### src/rtl/ber_pkg.sv
package ber_pkg;
    localparam int unsigned PN_ORDER = 11;
    localparam int unsigned PN_TAP   = 9;
    localparam logic [PN_ORDER-1:0] PN_MARK = '1;

    typedef logic [1:0] phase_t;

    typedef struct packed {
        logic [PN_ORDER-1:0] hist;
        logic [3:0]          fill;
        logic [7:0]          run;
        phase_t              hyp;
        logic                locked;
        logic [11:0]         per_err;
        logic                start;
    } trk_t;

    // Next rotation to try: quarter steps for symbols, half step for bits
    function automatic phase_t next_hyp(phase_t h, logic qpsk);
        return qpsk ? phase_t'(h + 2'd1) : {~h[1], 1'b0};
    endfunction
endpackage

### src/rtl/ber_derotate.sv
module ber_derotate
    import ber_pkg::*;
(
    input  logic [1:0] sym,
    input  phase_t     hyp,
    input  logic       qpsk,
    output logic [1:0] seq_bits   // [0] earlier in sequence, [1] later
);
    logic a_in, b_in;

    always_comb begin
        a_in     = sym[1];
        b_in     = sym[0];
        seq_bits = 2'b00;
        if (!qpsk) begin
            seq_bits[0] = sym[0] ^ hyp[1];
        end else begin
            unique case (hyp)
                2'd0: seq_bits = {b_in, a_in};
                2'd1: seq_bits = {a_in, ~b_in};
                2'd2: seq_bits = {~b_in, ~a_in};
                default: seq_bits = {~a_in, b_in};
            endcase
        end
    end
endmodule

### src/rtl/ber_track.sv
module ber_track
    import ber_pkg::*;
#(
    parameter int unsigned SYNC_RUN    = 64,
    parameter int unsigned START_LIMIT = 205
) (
    input  logic       clk,
    input  logic       rst_n,
    input  logic       in_valid,
    input  logic       qpsk,
    input  logic [1:0] rx_bits,
    input  logic       drop,
    output phase_t     hyp,
    output logic       locked,
    output logic       start,
    output logic [1:0] chk_cnt,
    output logic [1:0] chk_err
);
    localparam logic [3:0]  FILL_FULL = 4'(PN_ORDER);
    localparam logic [7:0]  RUN_GOAL  = 8'(SYNC_RUN);
    localparam logic [11:0] PER_LIM   = 12'(START_LIMIT);

    trk_t q, d;
    logic pred, abort;
    int   nb;

    always_comb begin
        d       = q;
        d.start = 1'b0;
        chk_cnt = 2'd0;
        chk_err = 2'b00;
        abort   = 1'b0;
        pred    = 1'b0;
        nb      = qpsk ? 2 : 1;
        if (in_valid) begin
            for (int i = 0; i < 2; i++) begin
                if (i < nb && !abort) begin
                    pred = d.hist[PN_ORDER-1] ^ d.hist[PN_TAP-1];
                    if (q.locked) begin
                        chk_err[i] = rx_bits[i] ^ pred;
                        chk_cnt    = chk_cnt + 2'd1;
                        d.hist     = {d.hist[PN_ORDER-2:0], pred};
                        d.per_err  = d.per_err + {11'd0, chk_err[i]};
                        if (d.hist == PN_MARK) begin
                            if (d.per_err < PER_LIM) d.start = 1'b1;
                            d.per_err = '0;
                        end
                    end else if (d.fill < FILL_FULL) begin
                        d.hist = {d.hist[PN_ORDER-2:0], rx_bits[i]};
                        d.fill = d.fill + 4'd1;
                    end else if (rx_bits[i] == pred) begin
                        d.hist = {d.hist[PN_ORDER-2:0], rx_bits[i]};
                        if (d.run < RUN_GOAL) d.run = d.run + 8'd1;
                    end else begin
                        d.hyp  = next_hyp(d.hyp, qpsk);
                        d.fill = '0;
                        d.run  = '0;
                        abort  = 1'b1;
                    end
                end
            end
            if (!q.locked && d.run >= RUN_GOAL) begin
                d.locked  = 1'b1;
                d.run     = '0;
                d.per_err = '0;
            end
        end
        if (drop) begin
            d.locked  = 1'b0;
            d.fill    = '0;
            d.run     = '0;
            d.per_err = '0;
            d.start   = 1'b0;
        end
    end

    always_ff @(posedge clk) begin
        if (!rst_n) q <= '0;
        else        q <= d;
    end

    assign hyp    = q.hyp;
    assign locked = q.locked;
    assign start  = q.start;

    AST_LOCK_ON_STROBE: assert property (@(posedge clk) disable iff (!rst_n)
        (!q.locked && !in_valid) |=> !q.locked);
    AST_HYP_HELD_IN_SYNC: assert property (@(posedge clk) disable iff (!rst_n)
        q.locked |=> $stable(q.hyp));
    AST_START_ONLY_IN_SYNC: assert property (@(posedge clk) disable iff (!rst_n)
        q.start |-> q.locked);
endmodule

### src/rtl/ber_tally.sv
module ber_tally #(
    parameter int unsigned WIN_BITS  = 1000000,
    parameter int unsigned BLK_BITS  = 256,
    parameter int unsigned BLK_LIMIT = 64
) (
    input  logic        clk,
    input  logic        rst_n,
    input  logic        active,
    input  logic [1:0]  chk_cnt,
    input  logic [1:0]  chk_err,
    output logic        drop,
    output logic [31:0] count
);
    localparam int unsigned WIN_W = $clog2(WIN_BITS + 1);
    localparam int unsigned BLK_W = $clog2(BLK_BITS + 1);
    localparam logic [WIN_W-1:0] WIN_END = WIN_W'(WIN_BITS);
    localparam logic [BLK_W-1:0] BLK_END = BLK_W'(BLK_BITS);
    localparam logic [BLK_W-1:0] BLK_LIM = BLK_W'(BLK_LIMIT);

    typedef struct packed {
        logic [WIN_W-1:0] win_cnt;
        logic [31:0]      win_err;
        logic [BLK_W-1:0] blk_cnt;
        logic [BLK_W-1:0] blk_err;
        logic [31:0]      count;
    } tally_t;

    tally_t q, d;

    always_comb begin
        d    = q;
        drop = 1'b0;
        if (active) begin
            for (int i = 0; i < 2; i++) begin
                if (i < int'(chk_cnt)) begin
                    d.win_err = d.win_err + 32'(chk_err[i]);
                    d.win_cnt = d.win_cnt + 1'b1;
                    if (d.win_cnt == WIN_END) begin
                        d.count   = d.win_err;
                        d.win_cnt = '0;
                        d.win_err = '0;
                    end
                    d.blk_err = d.blk_err + BLK_W'(chk_err[i]);
                    d.blk_cnt = d.blk_cnt + 1'b1;
                    if (d.blk_cnt == BLK_END) begin
                        if (d.blk_err > BLK_LIM) drop = 1'b1;
                        d.blk_cnt = '0;
                        d.blk_err = '0;
                    end
                end
            end
        end
        if (!active || drop) begin
            d.win_cnt = '0;
            d.win_err = '0;
            d.blk_cnt = '0;
            d.blk_err = '0;
        end
    end

    always_ff @(posedge clk) begin
        if (!rst_n) q <= '0;
        else        q <= d;
    end

    assign count = q.count;

    AST_COUNT_HELD: assert property (@(posedge clk) disable iff (!rst_n)
        (chk_cnt == 2'd0) |=> $stable(q.count));
    AST_WIN_ERR_BOUND: assert property (@(posedge clk) disable iff (!rst_n)
        q.win_err <= 32'(q.win_cnt));
    AST_RESTART_ON_DROP: assert property (@(posedge clk) disable iff (!rst_n)
        drop |=> (q.win_cnt == '0 && q.blk_cnt == '0));
endmodule

### src/rtl/ber_prbs11_monitor.sv
module ber_prbs11_monitor
    import ber_pkg::*;
#(
    parameter int unsigned WIN_BITS    = 1000000,
    parameter int unsigned SYNC_RUN    = 64,
    parameter int unsigned BLK_BITS    = 256,
    parameter int unsigned BLK_LIMIT   = 64,
    parameter int unsigned START_LIMIT = 205
) (
    input  logic        clk,
    input  logic        rst_n,
    input  logic        qpsk_mode,
    input  logic        sym_valid,
    input  logic [1:0]  sym_bits,
    output logic        sync_ok,
    output logic [1:0]  phase_code,
    output logic        stream_inverted,
    output logic [31:0] err_count,
    output logic        seq_start
);
    phase_t     hyp;
    logic [1:0] rx_bits;
    logic [1:0] chk_cnt;
    logic [1:0] chk_err;
    logic       locked;
    logic       drop;

    ber_derotate u_derot (
        .sym      (sym_bits),
        .hyp      (hyp),
        .qpsk     (qpsk_mode),
        .seq_bits (rx_bits)
    );

    ber_track #(
        .SYNC_RUN    (SYNC_RUN),
        .START_LIMIT (START_LIMIT)
    ) u_track (
        .clk      (clk),
        .rst_n    (rst_n),
        .in_valid (sym_valid),
        .qpsk     (qpsk_mode),
        .rx_bits  (rx_bits),
        .drop     (drop),
        .hyp      (hyp),
        .locked   (locked),
        .start    (seq_start),
        .chk_cnt  (chk_cnt),
        .chk_err  (chk_err)
    );

    ber_tally #(
        .WIN_BITS  (WIN_BITS),
        .BLK_BITS  (BLK_BITS),
        .BLK_LIMIT (BLK_LIMIT)
    ) u_tally (
        .clk     (clk),
        .rst_n   (rst_n),
        .active  (locked),
        .chk_cnt (chk_cnt),
        .chk_err (chk_err),
        .drop    (drop),
        .count   (err_count)
    );

    assign sync_ok         = locked;
    assign phase_code      = hyp;
    assign stream_inverted = (hyp == 2'b10);
endmodule

### config.mk
export PLATFORM = sky130hd
export DESIGN_NAME = ber_prbs11_monitor
export DESIGN_NICKNAME = d
export VERILOG_FILES = /design/src/rtl/ber_pkg.sv /design/src/rtl/ber_derotate.sv /design/src/rtl/ber_track.sv /design/src/rtl/ber_tally.sv /design/src/rtl/ber_prbs11_monitor.sv
export SDC_FILE = /design/constraint.sdc
export NUM_CORES = 1
export LEC_CHECK = 0
export ABC_AREA = 1
export BUFFER_PORTS_ARGS = -buffer_cell sky130_fd_sc_hd__buf_4
export CORE_MARGIN = 2
export CORE_UTILIZATION = 55
export DETAILED_ROUTE_END_ITERATION = 6
export GPL_ROUTABILITY_DRIVEN = 1
export HOLD_SLACK_MARGIN = 0.03
export PLACE_DENSITY = 0.69
export SLEW_MARGIN = 20
export SYNTH_ARGS = -nofsm -noshare
export SYNTH_HDL_FRONTEND = slang
export SYNTH_SLANG_ARGS = --single-unit
### constraint.sdc
create_clock -name clk -period 5.6 [get_ports clk]
set_input_delay 0.56 -clock clk [delete_from_list [all_inputs] [get_ports clk]]
set_output_delay 0.56 -clock clk [all_outputs]
set_load 0.03 [all_outputs]
==> flow_metrics.tcl <==
set metrics [dict create \
    portBuffers 42 \
    p_leak_nw 5.371 \
    clkSlewWorstSetupHoldPaths_ns 0.07 \
    synth_nets 2266 \
    reg2reg_slack_ns 0.40 \
    cp-end-kind "flip-flop" \
    finalHoldViolations 0 \
    fin_util_pct 60.57 \
    dpl_cell_area_um2 13140 \
    h-tree-depth 4 \
    ys_warn_count 0 \
    via_count 14210 \
    ys_seq_area_share_pct 21.96 \
    finalSetupViolCount 0 \
    drive_gt1_share_pct 7.240 \
    grt-ovfl-total 0 \
    cts-hold-fix-buffers 0 \
    drc 0 \
    drt_iter0_drc 1178 \
    timing.final.ws_setup_ns 0.4039 \
    synth.top_cell.area_share_pct 21.96 \
    cp_max_fo 5 \
    drv_slew 0 \
    hp-class "primary input to flip-flop" \
    initial_core_util_pct 56.44 \
    die_h_um 156.9 \
    diodes 0 \
    cp.arrival_ns 5.56 \
    dieArea_um2 24610 \
    grt_usage_pct 32.76 \
    synth_top_area_cell "dfxtp_1" \
    max_freq_mhz 192.5 \
    worstSetupStartpointType "flip-flop" \
    routed_wl_mm 39.83 \
    fin_crit_sh_pct 92.79 \
    final_cell_mix "nand2_1, nor2_1, inv_1" \
    antenna_found_initial 0 \
    hold_depth 3 \
    finalWorstPathRequiredPeriod_ns 5.196 \
    cp.depth 26 \
    post_cts_buffers 0 \
    synth-main-ff-cell "dfxtp_1" \
    clock_latency_ns 0.45 \
    grt_pass1_wl_mm 65.08 \
    worst_pin_slew_ns 0.8144 \
    slowest_delay_ns 0.47 \
    synth_edf_count 0 \
    cts_tree "done" \
    crit_family "simple AND/OR/NAND/NOR gates" \
    areaGrowthSynthToFinish_pct 7.319 \
    outcome "finished clean" \
    synth_cell_types 55 \
    fin_area_um2 13800 \
    grt_pass1_vias 13050 \
    n_fill_cell 2244 \
    floorplan.io_pins 43 \
    cp.buffers_inverters 4 \
    via_per_inst 5.633 \
    core_area_um2 22780 \
    critPathSlowestCell "nor2_1" \
    cts_root_buf "clkbuf_16" \
    drv_cap 0 \
    finClkSkew_ns 0.01775 \
    clock_sinks 141 \
    wl_per_cell_um 15.79 \
    clockBufferDepth 2 \
    detail-route-antenna-nets 0 \
    slew_headroom_pct 45.70 \
    netlist_instances 2235 \
    synthArstFlopShare_pct 0 \
    netlist_area_um2 12850 \
    final_common_cell "nand2_1" \
    numCtsBuffers 17 \
    nets 2228 \
    critPathKind "flip-flop to flip-flop" \
    vdd.ir_drop.worst_v 0.0001669 \
    dp_hpwl_mm 28.83 \
    reg2reg_depth 26 \
    ys_ff_latch 141 \
    cpMostUsedCell "nand2_1" \
    place_ws_ns 0.2697 \
    place_congestion 0.9956 \
    dr.pass1.iters 6 \
    synth_area_per_cell_um2 5.752 \
    chipWidth_um 156.9 \
    grt_max_degree 69 \
    synth_area_leaders "dfxtp_1, nand2_1, a21oi_1" \
    cp.required_ns 5.97 \
    powerDensity_nw_per_um2 176.3 \
    rows 55 \
]
==> metrics by stage <==
stage / std cells / TNS [ns] / total power, mW / hold WS, ns
floorplan: 2235 / 0 / 1.171 / 0.4453
global placement: 2491 / 0 / 1.210 / 0.4544
detailed placement: 2491 / 0 / 1.211 / 0.4630
CTS: 2523 / 0 / 2.446 / 0.3918
global route: 2523 / -0.01646 / 2.515 / 0.4114
finish: 2523 / 0 / 2.432 / 0.3905
==> logic make-up after synthesis <==
logic type                 count (synthesis)  share of synthesized area, %
muxes                                      2                        0.1655
and+or+nand+nor                         1281                         42.88
DFF                                      141                         21.96
buffers and inverters                    345                         11.54
AOI/OAI and AO/OA                        342                         14.27
xor gates and xnor gates                  99                         6.745
adders and majority gates                 25                         2.433
==> metal layers <==
layer  part of all wire (%)  global-route usage [%]  wire, µm
met5                      0                       0         0
met4                    3.7                   12.45      1477
met3                    5.9                   4.791      2338
met2                     47                   56.33     18720
met1                     43                   41.34     17300
==> worst min-delay path: stages <==
cell and delay (ns):
buf_4 0.12, o21ai_0 0.06, a21oi_1 0.04
==> Yosys cell counts, types with 11 or more instances <==
cell type and instances:
nand2_1 748, o22ai_1 11, buf_2 39, o21ai_0 95
nand3b_1 21, nand3_1 144, buf_4 35, nor2_1 215
nor3_1 26, clkbuf_1 46, ha_1 25, dfxtp_1 141
a21oi_1 175, xor2_1 77, inv_1 208, xnor2_1 22
or2_2 11, o21ai_1 24, nand4_1 74
==> final timing paths <==
path	from	to
hold / removal	rst_n	u_track.hyp[0]
setup reg to reg	u_track.hyp[0]	u_tally.count[9]
setup / recovery	u_track.hyp[0]	u_tally.count[9]
hold reg to reg	u_track.q[32]	u_track.q[32]
==> power by group <==
group / internal, mW / switching [mW]
combinational: 0.0554 / 0.106
sequential: 1.02 / 0.0149
clock: 0.725 / 0.516
==> registers in the layout (all words and copies together), names as in the netlist <==
register        count
u_tally.q          70
u_tally.count      32
u_track.locked      1
u_track.hyp         2
u_track.q          35
u_track.start       1
==> what timing repair did <==
| action | 4_1_cts | 5_1_grt |
|---|---|---|
| hold endpoints to repair | 0 | 0 |
| resized for setup | 0 | 15 |
| endpoints found under the setup margin | 0 | 81 |
==> area by class of cell <==
class	count	area [µm²]	share of cell area, %
clock buffer	19	442.9	3.211
clock inverter	13	177.7	1.288
inverter	216	812.0	5.886
multi-input combinational	1749	8588	62.25
sequential	141	2823	20.46
tap	313	391.6	2.839
timing repair buffer	72	560.5	4.063
Power figures use the tool's default switching activity.
